`src/rtl/tpark_pkg.sv`:
```
package tpark_pkg;
  localparam int ADR_ENABLED = 0;
  localparam int ADR_RUN_RW  = 1;
  localparam int ADR_RUN_SET = 2;
  localparam int ADR_RUN_CLR = 3;
  localparam int ADR_STATUS  = 4;

  typedef enum logic [1:0] {
    SEL_ZERO,
    SEL_EN,
    SEL_RUN,
    SEL_STAT
  } rdSel_e;

  // write strobes from control to datapath; at most one is active
  typedef struct packed {
    logic ldRaw;
    logic setBits;
    logic clrBits;
  } runStrobe_t;
endpackage

```
`src/rtl/tpark_ctrl.sv`:
```
module tpark_ctrl
  import tpark_pkg::*;
#(
  parameter int ADDR_W = 3
) (
  input  logic [ADDR_W-1:0] busAddr,
  input  logic              busWe,
  output runStrobe_t        strobe,
  output rdSel_e            rdSel
);
  always_comb begin
    strobe = '0;
    rdSel  = SEL_ZERO;
    case (int'(busAddr))
      ADR_ENABLED: rdSel = SEL_EN;
      ADR_RUN_RW: begin
        rdSel        = SEL_RUN;
        strobe.ldRaw = busWe;
      end
      ADR_RUN_SET: begin
        rdSel          = SEL_RUN;
        strobe.setBits = busWe;
      end
      ADR_RUN_CLR: begin
        rdSel          = SEL_RUN;
        strobe.clrBits = busWe;
      end
      ADR_STATUS: rdSel = SEL_STAT;
      default:    rdSel = SEL_ZERO;
    endcase
  end
endmodule

```
`src/rtl/tpark_stat_cell.sv`:
```
module tpark_stat_cell (
  input  logic clk,
  input  logic rstN,
  input  logic initVal,
  input  logic runBit,
  input  logic idleAck,
  output logic statBit
);
  always_ff @(posedge clk) begin
    if (!rstN)        statBit <= initVal;
    else if (runBit)  statBit <= 1'b1;
    else if (idleAck) statBit <= 1'b0;
  end

  p_rise_after_run_r9: assert property (@(posedge clk) disable iff (!rstN)
    ($past(rstN) && runBit) |=> statBit);

  p_fall_needs_idle_r10: assert property (@(posedge clk) disable iff (!rstN)
    ($past(rstN) && $fell(statBit)) |-> $past(!runBit && idleAck));
endmodule

```
`src/rtl/tpark_datapath.sv`:
```
module tpark_datapath
  import tpark_pkg::*;
#(
  parameter int NUM_THREADS = 8,
  parameter int DATA_W      = 64
) (
  input  logic                   clk,
  input  logic                   rstN,
  input  logic [NUM_THREADS-1:0] enableCfg,
  input  runStrobe_t             strobe,
  input  rdSel_e                 rdSel,
  input  logic [DATA_W-1:0]      wdata,
  input  logic [NUM_THREADS-1:0] threadIdle,
  output logic [DATA_W-1:0]      rdata,
  output logic [NUM_THREADS-1:0] threadPark
);
  localparam int NT = NUM_THREADS;

  logic [NT-1:0] enMask, runMask, statMask;
  logic [NT-1:0] cfgEff, lowestEn, wdLow, candMask;
  logic          applyWr;

  assign cfgEff   = (|enableCfg) ? enableCfg : NT'(1);
  assign lowestEn = cfgEff & (~cfgEff + NT'(1));
  assign wdLow    = wdata[NT-1:0];

  always_comb begin
    candMask = runMask;
    if (strobe.ldRaw)        candMask = wdLow & enMask;
    else if (strobe.setBits) candMask = (runMask | wdLow) & enMask;
    else if (strobe.clrBits) candMask = runMask & ~wdLow;
  end

  assign applyWr = (|strobe) && (|candMask);

  always_ff @(posedge clk) begin
    if (!rstN) begin
      enMask  <= cfgEff;
      runMask <= lowestEn;
    end else if (applyWr) begin
      runMask <= candMask;
    end
  end

  for (genvar t = 0; t < NT; t++) begin : g_stat
    tpark_stat_cell u_cell (
      .clk     (clk),
      .rstN    (rstN),
      .initVal (lowestEn[t]),
      .runBit  (runMask[t]),
      .idleAck (threadIdle[t]),
      .statBit (statMask[t])
    );
  end

  assign threadPark = ~runMask;

  always_comb begin
    rdata = '0;
    case (rdSel)
      SEL_EN:   rdata[NT-1:0] = enMask;
      SEL_RUN:  rdata[NT-1:0] = runMask;
      SEL_STAT: rdata[NT-1:0] = statMask;
      default:  rdata = '0;
    endcase
  end

  p_en_static_r1: assert property (@(posedge clk) disable iff (!rstN)
    $past(rstN) |-> $stable(enMask));

  p_run_never_empty_r7: assert property (@(posedge clk) disable iff (!rstN)
    $past(rstN) |-> (runMask != '0));

  p_dropped_write_r7: assert property (@(posedge clk) disable iff (!rstN)
    ($past(rstN) && (|strobe) && (candMask == '0)) |=> $stable(runMask));

  p_run_within_en_r12: assert property (@(posedge clk) disable iff (!rstN)
    $past(rstN) |-> ((runMask & ~enMask) == '0));

  p_stat_within_en_r12: assert property (@(posedge clk) disable iff (!rstN)
    ($past(rstN, 2) && $past(rstN)) |-> ((statMask & ~enMask) == '0));
endmodule

```
`src/rtl/thread_park_ctrl.sv`:
```
module thread_park_ctrl
  import tpark_pkg::*;
#(
  parameter int NUM_THREADS = 8,
  parameter int DATA_W      = 64,
  parameter int ADDR_W      = 3
) (
  input  logic                   clk,
  input  logic                   rstN,
  input  logic [NUM_THREADS-1:0] enableCfg,
  input  logic [ADDR_W-1:0]      busAddr,
  input  logic                   busWe,
  input  logic [DATA_W-1:0]      busWdata,
  output logic [DATA_W-1:0]      busRdata,
  output logic [NUM_THREADS-1:0] threadPark,
  input  logic [NUM_THREADS-1:0] threadIdle
);
  runStrobe_t strobe;
  rdSel_e     rdSel;

  tpark_ctrl #(.ADDR_W(ADDR_W)) u_ctrl (
    .busAddr (busAddr),
    .busWe   (busWe),
    .strobe  (strobe),
    .rdSel   (rdSel)
  );

  tpark_datapath #(.NUM_THREADS(NUM_THREADS), .DATA_W(DATA_W)) u_dp (
    .clk        (clk),
    .rstN       (rstN),
    .enableCfg  (enableCfg),
    .strobe     (strobe),
    .rdSel      (rdSel),
    .wdata      (busWdata),
    .threadIdle (threadIdle),
    .rdata      (busRdata),
    .threadPark (threadPark)
  );
endmodule

```
`config.mk`:
```
export PLATFORM = sky130hd
export DESIGN_NAME = thread_park_ctrl
export DESIGN_NICKNAME = d
export VERILOG_FILES = /design/src/rtl/tpark_pkg.sv /design/src/rtl/tpark_ctrl.sv /design/src/rtl/tpark_stat_cell.sv /design/src/rtl/tpark_datapath.sv /design/src/rtl/thread_park_ctrl.sv
export SDC_FILE = /design/constraint.sdc
export NUM_CORES = 1
export LEC_CHECK = 0
export ABC_AREA = 1
export CELL_PAD_IN_SITES_DETAIL_PLACEMENT = 1
export CELL_PAD_IN_SITES_GLOBAL_PLACEMENT = 2
export CORE_MARGIN = 4
export CORE_UTILIZATION = 30
export DETAILED_ROUTE_END_ITERATION = 10
export DONT_BUFFER_PORTS = 1
export PLACE_DENSITY = 0.83
export SLEW_MARGIN = 20
export SYNTH_ARGS = -nofsm -noshare
export SYNTH_HDL_FRONTEND = slang
export SYNTH_HIERARCHICAL = 1
export SYNTH_SLANG_ARGS = --single-unit
```
`constraint.sdc`:
```
create_clock -name clk -period 1.95 [get_ports clk]
set_clock_uncertainty 0.05 [all_clocks]
set_input_delay 0 -clock clk [delete_from_list [all_inputs] [get_ports clk]]
set_output_delay 0 -clock clk [all_outputs]
set_load 0.01 [all_outputs]
```
==> key figures, run 1 <==
Clock network
  • TritonCTS Sinks: 24
  • Post-CTS setup buffers: 0
  • Post_cts resized: 0
  • CTS tree: built
  • Clock root buffer: clkbuf_8
  • CTS H-tree lvls: 1
  • CTS buffer count: 3
  • Clock buffer depth: 2
  • CTS clock-pin slew for the worst setup and hold paths: ~0.09 ns
  • Clk_lat worst skew: 0.26 ns

Routing
  • Wire per inst: 13.60 microns
  • Drt first-iter violations: 62
  • Wirelength, routed: roughly 5800 microns
  • Post-DRT Antenna Nets: 0
  • Vias per Instance: 4.202
  • Drt drc: 0
  • Vias: 1790
  • Drt first pass iters: 4

Logic synthesis
  • Yosys reg bits: 24
  • Netlist cell types: 23
  • Ys Warns: 6
  • Mapped Area: about 2200 sq um
  • Syn avg cell area: 6.884 sq um
  • Main synth FF type: edfxtp_1
  • Post-synth EDFFs: 24
  • Count leader, synth: nand2_1
  • Synth cell count leaders: nand2_1 (96), buf_4 (56), inv_1 (55), edfxtp_1 (24), nand3_1 (22)
  • Top cells by area, synth: edfxtp_1 (33%), buf_4 (20%), nand2_1 (17%)
  • Cell taking the most area after synthesis: edfxtp_1
  • Cells after synthesis: approximately 310
  • Share of the synthesized area in the top cell type: between 30% and 40%
  • Post-synthesis sequential area ratio: between 30% and 40%
  • Post-synth ARST share: 0%

Worst hold path
  • Hold Path Origin: enableCfg[1]
  • Worst hold path depth: 3
  • Worst hold path class: in -> reg

Setup path
  • CP max-delay cell: edfxtp_1
  • CP peak stage delay: between 0.4 and 0.5 ns
  • Startpoint Class: flop
  • Top cell by count, worst path: nand2_1
  • Worst setup startpoint: u_dp/runMask[7]
  • Cells along the critical path: inv_1, o21bai_1, nand3_1, nand3_1, nor2_1, nand2_1, nand2_1, nand2_1, buf_4
  • R2R cell count: 9
  • Critical R2R Launch: u_dp/runMask[7]
  • Worst endpoint required time: approximately 1.9 ns
  • CP endpoint kind: flop
  • Setup CP Type: reg -> reg
  • CP arrival: around 1.6 ns
  • Worst Path Max Fanout: 4

Timing
  • Slew of the pin with the lowest slew margin: 0.6145 ns
  • Pins Over Slew Limit: 0
  • Unrepaired setup endpoints after global routing: no
  • Fin crit share: 83.76%
  • Final setup viols: 0
  • Max_slew headroom: 58.99%
  • Setup TNS: 0 ns
  • Post-route minimum period: roughly 1.6 ns
  • Final hold violations: 0
  • Fmax: 612.3 MHz

Floorplan
  • Die height: 92.75 microns
  • Die area: about 8600 sq um
  • Core Rows: 30
  • Starting density of the core: a little under a third
  • Core Area: around 6900 sq um
  • Ports: between 150 and 200
  • Die Wd: 92.75 microns

Layout
  • Sequential Area: around 720 sq um
  • Final-stage net count: approximately 420
  • # diodes: 0
  • Layout cell share with drive strength beyond 1: about 5.8%
  • Final core occ: 33.26%
  • Filler cells: roughly 900
  • Area of the multi-input gates: 974.7 sq um
  • Area grow syn2layout: 6.039%

Pwr
  • Leak pwr: about 0.0012 uW
  • Worst vdd ir: 0.0002060 V
  • PwrDens: between 500 and 600 nW/um^2

Flow run
  • Max_cap viols: 0

Placement
  • DP HPWL: roughly 4500 microns
  • Port buffer count: 0
  • RePlAce Congestion: between 0.8 and 0.9

GRT
  • Vias in the first global route: around 1800
  • Largest net degree at the start of global routing: 30
  • Remaining global-route overflow: 0
  • Wire length of the first global-routing pass: between 8000 and 9000 microns
  • Total track usage: 13.16%
  • Initial antenna violation count: 0

Status
  • Status: finished, final reports clean
## final cells by class
| class | instances | share of cell area [%] |
|---|---|---|
| Tap cell | 96 | 5.257 |
| Clock buffer | 3 | 1.807 |
| Timing Repair Buffer | 24 | 9.529 |
| Inverter | 56 | 9.200 |
| Sequential cell | 24 | 31.54 |
| Multi-Input combinational cell | 223 | 42.66 |
## registers in the layout, indices dropped and copies added (netlist names)
signal,count
u_dp/enMask,8
u_dp/g_stat.u_cell/statBit,8
u_dp/runMask,8
## metrics by stage
step	setup slack (ns)	cell area (sq um)	power [uW]	instances	hold slack [ns]
floorplan	0.4615	2361	984.8	368	0.1167
global placement	0.1988	2078	960.8	406	0.04913
detailed placement	0.1782	2078	970.1	406	0.04913
CTS	0.3075	2290	1314	426	0.01328
global route	0.1789	2285	1385	426	0.01515
finish	0.3167	2285	1295	426	0.01428
## per-layer routing
metal  part of all wire [%]  track usage, %  vias up
met5                      0               0        -
met4                   0.66           2.442        0
met3                    7.5           3.412        4
met2                     51           23.93       50
met1                     41           15.65      851
li1                       -               -      885
## kinds of logic after synthesis
logic type,after synthesis,synth area share (%)
multiplexers,1,0.4646
AO/OA/AOI/OAI,21,6.562
flip-flops,24,33.45
other,1,0.1740
AND/OR/NAND/NOR,145,28.45
buffers and inverters,121,30.89
## report_power, final
group	switching [uW]	internal, uW
logic	229	102
clock network	162	138
registers	33.0	630
total	424	871
## critical path, delay by kind of cell (launching register included)
| family | cells | cell delay [ns] |
|---|---|---|
| buffers and inverters | 2 | 0.34 |
| AO/OA/AOI/OAI | 1 | 0.08 |
| AND/OR/NAND/NOR | 6 | 0.48 |
| flip-flops | 1 | 0.45 |
## layout by cell type (no fill, tap or decap), types with 2 or more instances in the layout
cell / n
buf_4: 7
edfxtp_1: 24
o211ai_1: 8
nor2_2: 2
o21ai_0: 7
nor2_1: 14
conb_1: 56
clkbuf_8: 3
and3_1: 2
inv_1: 55
o21bai_1: 4
nand4_1: 4
nand3_1: 22
dlygate4sd3_1: 16
or2_2: 2
nand2_1: 96
## worst paths after layout
check        slack [ns]                       endpoint
max                0.32                u_dp/runMask[1]
min                0.01                u_dp/runMask[4]
max reg2reg        0.32                u_dp/runMask[1]
min reg2reg        0.57  u_dp/g_stat[6].u_cell/statBit
## what timing repair did
| action | in CTS | in global routing |
|---|---|---|
| endpoints found under the hold margin | 28 | 0 |
| hold buffers | 17 | 0 |
| setup endpoints to repair | 0 | 0 |
No activity file was read; power rests on OpenSTA's default activity.
==> run 2: changes to the inputs <==
--- a/config.mk
+++ b/config.mk
@@ -9,10 +9,10 @@
 export CELL_PAD_IN_SITES_DETAIL_PLACEMENT = 1
 export CELL_PAD_IN_SITES_GLOBAL_PLACEMENT = 2
 export CORE_MARGIN = 4
-export CORE_UTILIZATION = 30
+export CORE_UTILIZATION = 27
 export DETAILED_ROUTE_END_ITERATION = 10
 export DONT_BUFFER_PORTS = 1
-export PLACE_DENSITY = 0.83
+export PLACE_DENSITY = 0.79
 export SLEW_MARGIN = 20
 export SYNTH_ARGS = -nofsm -noshare
 export SYNTH_HDL_FRONTEND = slang
==> constraint.sdc (replaced) <==
create_clock -name clk -period 1.32 [get_ports clk]
set_clock_uncertainty 0.05 [all_clocks]
set_input_delay 0 -clock clk [delete_from_list [all_inputs] [get_ports clk]]
set_output_delay 0 -clock clk [all_outputs]
set_load 0.01 [all_outputs]
==> run 2 against run 1 <==
Compared with the run above:
- the run now ends with negative hold slack, negative setup slack left
- global-route usage is 1.1 points lower
- wire length is 3.7% higher
- critical path depth is 1 lower
- highest routed layer unchanged
==> key figures, run 2 (synthesis gave the netlist of run 1 again) <==
Status
  • Status: finished with violations
  • Violated checks: negative hold slack, negative setup slack

Floorplan
  • Ports: 158 (unchanged)
  • Core Rows: 32 (+6.7%)
  • Die height: 97.33 microns (+4.9%)
  • Core Area: 7727 sq um (+12%)
  • Starting density of the core: 27.88% (-3.5 points)
  • Die area: 9473 sq um (+10%)
  • Die Wd: 97.33 microns (+4.9%)

Pwr
  • Design Power: 2064 uW (+59%)
  • Leak pwr: 0.001298 uW (+8.4%)
  • P_sw: 670.8 uW (+58%)
  • Combinational Power Share: 29.8% (+4.2 points)
  • Sw frac: 32.50% (-0.26 points)
  • Part of the power in registers: 47.3% (-3.9 points)
  • Int Power: 1393 uW (+60%)
  • Worst vdd ir: 0.0003308 V (+61%)
  • Clock Power Share: 22.9% (-0.3 points)
  • PwrDens: 842.1 nW/um^2 (+49%)

Clock network
  • CTS buffer count: 3 (unchanged)
  • CTS H-tree lvls: 1 (unchanged)
  • TritonCTS Sinks: 24 (unchanged)
  • Hold Buf Count CTS: 7 (-10)
  • CTS tree: built
  • Clock root buffer: clkbuf_8
  • Clock buffer depth: 2 (unchanged)
  • Clk_lat worst skew: 0.28 ns (+0.02 ns)
  • CTS clock-pin slew for the worst setup and hold paths: 0.09 ns (about the same)

Flow run
  • Max_cap viols: 0 (unchanged)

Setup path
  • Setup CP Type: reg -> reg
  • Startpoint Class: flop
  • Worst Path Max Fanout: 8 (+4)
  • CP arrival: 1.44 ns (-0.18 ns)
  • Worst endpoint required time: 1.30 ns (-0.64 ns)
  • CP endpoint kind: flop

Timing
  • Final hold violations: 27 (+27)
  • Fin Hold WS: -0.1374 ns (-0.1517 ns)
  • Post-route minimum period: 1.463 ns (-0.1702 ns)
  • Fmax: 683.5 MHz (+12%)
  • Pins Over Slew Limit: 0 (unchanged)
  • Final WS setup: -0.1431 ns (-0.4599 ns)
  • Fin crit share: 110.8% (+27 points)
  • Unrepaired setup endpoints after global routing: yes
  • Setup TNS: -1.127 ns (-1.127 ns)
  • Final setup viols: 8 (+8)

Layout
  • # diodes: 0 (unchanged)
  • Area grow syn2layout: 13.76%
  • Final-stage net count: 436 (+4.3%)
  • Cell area after layout: 2451 sq um (+7.3%)
  • Commonest non-fill, non-tap cell in the layout: nand2_1
  • Fin cells: 451 (+5.9%)
  • Filler cells: 982 (+9.5%)
  • Most frequent cells in the layout: nand2_1 (93), conb_1 (56), inv_1 (50), buf_4 (29), edfxtp_1 (24)
  • Registers with the most flip-flops: u_dp/enMask: 8 flops, u_dp/g_stat.u_cell/statBit: 8 flops, u_dp/runMask: 8 flops
  • Layout cell share with drive strength beyond 1: 15.76% (+10 points)

Placement
  • Port buffer count: 0 (unchanged)
  • DP HPWL: 4665 microns (+4.4%)
  • Placed cells: 431 (+6.2%)
  • RePlAce Congestion: 0.8429 (+1.7%)
  • Area post-placement: 2241 sq um (+7.8%)

GRT
  • Remaining global-route overflow: 0 (unchanged)
  • Vias in the first global route: 1821 (+3.8%)
  • Wire length of the first global-routing pass: 9197 microns (+2.7%)
  • Total track usage: 12.05% (-1.1 points)
  • Largest net degree at the start of global routing: 32 (+6.7%)
  • Initial antenna violation count: 0 (unchanged)

Routing
  • Vias: 1855 (+3.6%)
  • Vias per Instance: 4.113 (-2.1%)
  • Drt drc: 0 (unchanged)
  • Wire per inst: 13.32 microns (-2.1%)
  • Wirelength, routed: 6006 microns (+3.7%)
  • Post-DRT Antenna Nets: 0 (unchanged)
  • Drt first-iter violations: 75 (+21%)
  • Drt first pass iters: 4 (unchanged)

Worst hold path
  • Worst hold path class: in -> reg
[run 2: cell count changes in the layout (fill, tap and decap cells not counted), moves of 3 or more]
cell,previous run,this run
dlygate4sd3_1,16,7
inv_1,55,50
buf_6,0,6
inv_2,1,5
buf_4,7,29
nand2_1,96,93
[run 2: routing by layer]
metal	routed length [microns]	global-route usage, %	vias to the layer above
met5	0	0	-
met4	32	2.236	0
met3	442	3.446	5
met2	3021	22.19	56
met1	2510	13.94	868
li1	-	-	926
[run 2: cell type report]
cell class	instances	area (sq um)	area share [%]
Clock buffer	3	41.29	1.685
Clock inverter	1	3.754	0.1531
Inverter	56	212.7	8.678
Multi-Input combinational cell	223	989.7	40.38
Sequential cell	24	720.7	29.40
Tap cell	102	127.6	5.207
Timing Repair Buffer	42	355.3	14.50
[run 2: path summary, 6_finish.rpt]
kind	to	start	slack [ns]	cells past startpoint
worst max-delay path	u_dp/runMask[3]	u_dp/runMask[4]	-0.14	8
worst min-delay path	u_dp/g_stat[3].u_cell/statBit	rstN	-0.14	1
worst max register to register	u_dp/runMask[3]	u_dp/runMask[4]	-0.14	8
worst min register to register	u_dp/g_stat[3].u_cell/statBit	u_dp/runMask[3]	0.66	3
[run 2: per-stage QoR]
| stage | setup slack [ns] | hold WS (ns) | utilization, % |
|---|---|---|---|
| final | -0.1431 | -0.1374 | 31.72 |
| after global routing | -0.2631 | -0.1508 | 31.72 |
| after CTS | -0.1121 | -0.1384 | 31.22 |
| after detailed placement | -0.1829 | 0.04914 | 29.00 |
| after global placement | -0.1147 | 0.04912 | 29.00 |
| after floorplan | 0.003068 | 0.1167 | - |
[run 2: worst max-delay path, stage by stage (launching register included)]
cell and delay [ns]:
edfxtp_1 0.44, nand2_1 0.11, nand2_1 0.06, nand3_1 0.09
nand3_1 0.10, nor2_1 0.13, nand2_1 0.07, nand2_2 0.07
nand2_4 0.10
[run 2: power by group through the flow]
stage / Sequential [uW] / Clock, uW / Combinational (uW)
after floorplan: 984 / 0 / 478
after detailed placement: 996 / 0 / 535
final: 977 / 472 / 615
after CTS: 978 / 478 / 589
after global routing: 985 / 517 / 689
after global placement: 994 / 0 / 529
[run 2: timing repair]
| item | in CTS | in global routing |
|---|---|---|
| setup buffers | 7 | 6 |
| gates resized for setup | 3 | 8 |
| pin swaps | 7 | 12 |
| endpoints found under the hold margin | 35 | 27 |
| endpoints found under the setup margin | 8 | 15 |
==> run 3: changes to the inputs <==
--- a/config.mk
+++ b/config.mk
@@ -8,6 +8,7 @@
 export ABC_AREA = 1
 export CELL_PAD_IN_SITES_DETAIL_PLACEMENT = 1
 export CELL_PAD_IN_SITES_GLOBAL_PLACEMENT = 2
+export CORE_ASPECT_RATIO = 1.4
 export CORE_MARGIN = 4
 export CORE_UTILIZATION = 27
 export DETAILED_ROUTE_END_ITERATION = 10
==> run 3 against run 2 <==
Compared with the run above:
- the run still ends with negative hold slack, negative setup slack left
- first-iteration DRC count fell by 16%
- sequential power barely moved
- clock-buffer cell count did not move
- sequential share of layout area rose by 0.57 points
- combinational power fell by 7.5%
- register-to-register slack got worse by 0.04 ns
- flip-flop and latch count did not move
- critical path type unchanged
- largest cell class unchanged
- largest power group unchanged
==> key figures, run 3 (synthesis gave the netlist of run 1 again) <==
Clock network
  • Clk_lat worst skew: 0.26 ns (-0.02 ns)
  • CTS clock-pin slew for the worst setup and hold paths: 0.09 ns (about the same)
  • CTS tree: built
  • Clock root buffer: clkbuf_8
  • TritonCTS Sinks: 24 (unchanged)
  • Clock buffer depth: 2 (unchanged)
  • CTS buffer count: 3 (unchanged)
  • Hold Buf Count CTS: 8 (+1)
  • CTS H-tree lvls: 1 (unchanged)

GRT
  • Largest net degree at the start of global routing: 32 (unchanged)
  • Vias in the first global route: 1877 (+3.1%)
  • Remaining global-route overflow: 0 (unchanged)
  • Initial antenna violation count: 0 (unchanged)
  • Total track usage: 11.99% (-0.053 points)
  • Wire length of the first global-routing pass: 8997 microns (-2.2%)

Layout
  • Most frequent cells in the layout: nand2_1 (94), conb_1 (56), inv_1 (51), buf_4 (30), edfxtp_1 (24)
  • Final core occ: 31.03% (-0.69 points)
  • Final-stage net count: 433 (-0.69%)
  • Commonest non-fill, non-tap cell in the layout: nand2_1
  • Fin cells: 446 (-1.1%)
  • # diodes: 0 (unchanged)
  • Area grow syn2layout: 11.61%
  • Filler cells: 1004 (+2.2%)
  • Registers with the most flip-flops: u_dp/enMask: 8 flops, u_dp/g_stat.u_cell/statBit: 8 flops, u_dp/runMask: 8 flops
  • Layout cell share with drive strength beyond 1: 14.16% (-1.6 points)

Timing
  • Fin Hold WS: -0.1299 ns (+0.007530 ns)
  • Post-route minimum period: 1.506 ns (+0.04329 ns)
  • Pins Over Slew Limit: 0 (unchanged)
  • Final WS setup: -0.1864 ns (-0.04329 ns)
  • Fin crit share: 114.1% (+3.3 points)
  • Fmax: 663.8 MHz (-2.9%)
  • Final setup viols: 9 (+1)
  • Unrepaired setup endpoints after global routing: yes
  • Final hold violations: 27 (unchanged)

Setup path
  • Reg2reg setup slack: -0.19 ns (-0.04 ns)
  • CP endpoint kind: flop
  • Startpoint Class: flop
  • Critical R2R Launch: u_dp/runMask[7]
  • R2R cell count: 8 (unchanged)
  • CP arrival: 1.43 ns (about the same)
  • Worst Path Max Fanout: 8 (unchanged)
  • R2R Path End: u_dp/runMask[3]
  • Worst endpoint required time: 1.25 ns (-0.05 ns)
  • Setup CP Type: reg -> reg

Routing
  • Drt drc: 0 (unchanged)
  • Vias: 1825 (-1.6%)
  • Post-DRT Antenna Nets: 0 (unchanged)
  • Wire per inst: 13.35 microns (+0.23%)
  • Drt first-iter violations: 63 (-16%)
  • Drt first pass iters: 4 (unchanged)
  • Vias per Instance: 4.092 (-0.51%)
  • Wirelength, routed: 5953 microns (-0.88%)

Status
  • Violated checks: negative hold slack, negative setup slack
  • Status: finished with violations

Worst hold path
  • Hold EP: u_dp/g_stat[2].u_cell/statBit
  • Hold Path Origin: rstN
  • Worst hold path depth: 1 (unchanged)
  • Worst hold path class: in -> reg

Floorplan
  • Ports: 158 (unchanged)
  • Die height: 113.7 microns (+17%)
  • Core Area: 7750 sq um (+0.29%)
  • Die area: 9493 sq um (+0.21%)
  • Starting density of the core: 27.80% (-0.081 points)
  • Core Rows: 38 (+19%)
  • Die Wd: 83.50 microns (-14%)

Pwr
  • Worst vdd ir: 0.0003171 V (-4.2%)
  • PwrDens: 828.4 nW/um^2 (-1.6%)
  • Design Power: 1992 uW (-3.5%)
  • Leak pwr: 0.001277 uW (-1.6%)

Placement
  • Placed cells: 430 (-0.23%)
  • Port buffer count: 0 (unchanged)
  • RePlAce Congestion: 0.8659 (+2.7%)
  • DP HPWL: 4884 microns (+4.7%)

Flow run
  • Max_cap viols: 0 (unchanged)
-- run 3: cell count changes in the layout (fill, tap and decap cells not counted), sizes merged --
cell,before,now
dlygate4sd3,7,8
buf,35,31
-- run 3: per-layer routing --
metal  routed length, microns  up-vias  GRT usage [%]
met4                       94        0          3.433
li1                         -      920              -
met1                     2081      841          11.69
met5                        0        -              0
met2                     3387       58          24.84
met3                      389        6          2.529
-- run 3: stage by stage --
stage / setup TNS, ns / setup slack, ns / cell area (sq um) / hold slack, ns
CTS: -1.389 / -0.1753 / 2397 / -0.1339
finish: -1.560 / -0.1864 / 2405 / -0.1299
global route: -2.329 / -0.2733 / 2405 / -0.1439
global placement: -1.292 / -0.1616 / 2246 / 0.04910
detailed placement: -1.599 / -0.1999 / 2246 / 0.04913
floorplan: 0 / 0.003068 / 2374 / 0.1167
-- run 3: where the power goes --
group | switching, uW | internal (uW) | total [uW]
clock | 238 | 208 | 446
combinational | 349 | 220 | 569
sequential | 46.0 | 931 | 977
-- run 3: area by class of cell --
class / count / area, sq um / share of cell area (%)
well taps: 100 / 125.1 / 5.203
multi-input cells: 223 / 987.2 / 41.05
clock inverters: 1 / 3.754 / 0.1561
clock buffers: 3 / 41.29 / 1.717
repair buffers: 39 / 316.6 / 13.16
inverters: 56 / 210.2 / 8.741
flip-flops and latches: 24 / 720.7 / 29.97
-- run 3: worst max-delay path: stages (launching register included) --
cell,delay (ns)
edfxtp_1,0.40
inv_2,0.05
o21bai_1,0.14
nand3_1,0.16
nand3_1,0.12
nor2_1,0.05
nand2_1,0.07
nand2_2,0.06
nand2_4,0.13
-- run 3: worst max-delay path by stage --
stage	from	end	slack (ns)	cells after the start
2_1_floorplan	u_dp/runMask[6]	u_dp/runMask[0]	0.003	8
3_3_place_gp	busAddr[2]	u_dp/runMask[7]	-0.16	13
3_5_place_dp	busAddr[2]	u_dp/runMask[6]	-0.20	13
4_1_cts	u_dp/runMask[7]	u_dp/runMask[5]	-0.18	8
5_1_grt	u_dp/runMask[7]	u_dp/runMask[5]	-0.27	8
6_report	u_dp/runMask[7]	u_dp/runMask[3]	-0.19	8
-- run 3: what timing repair did --
action | in CTS | in global routing
gates resized for setup | 1 | 1
pin swaps | 2 | 2
endpoints found under the hold margin | 36 | 27
buffers inserted | 3 | 1
endpoints found under the setup margin | 8 | 11
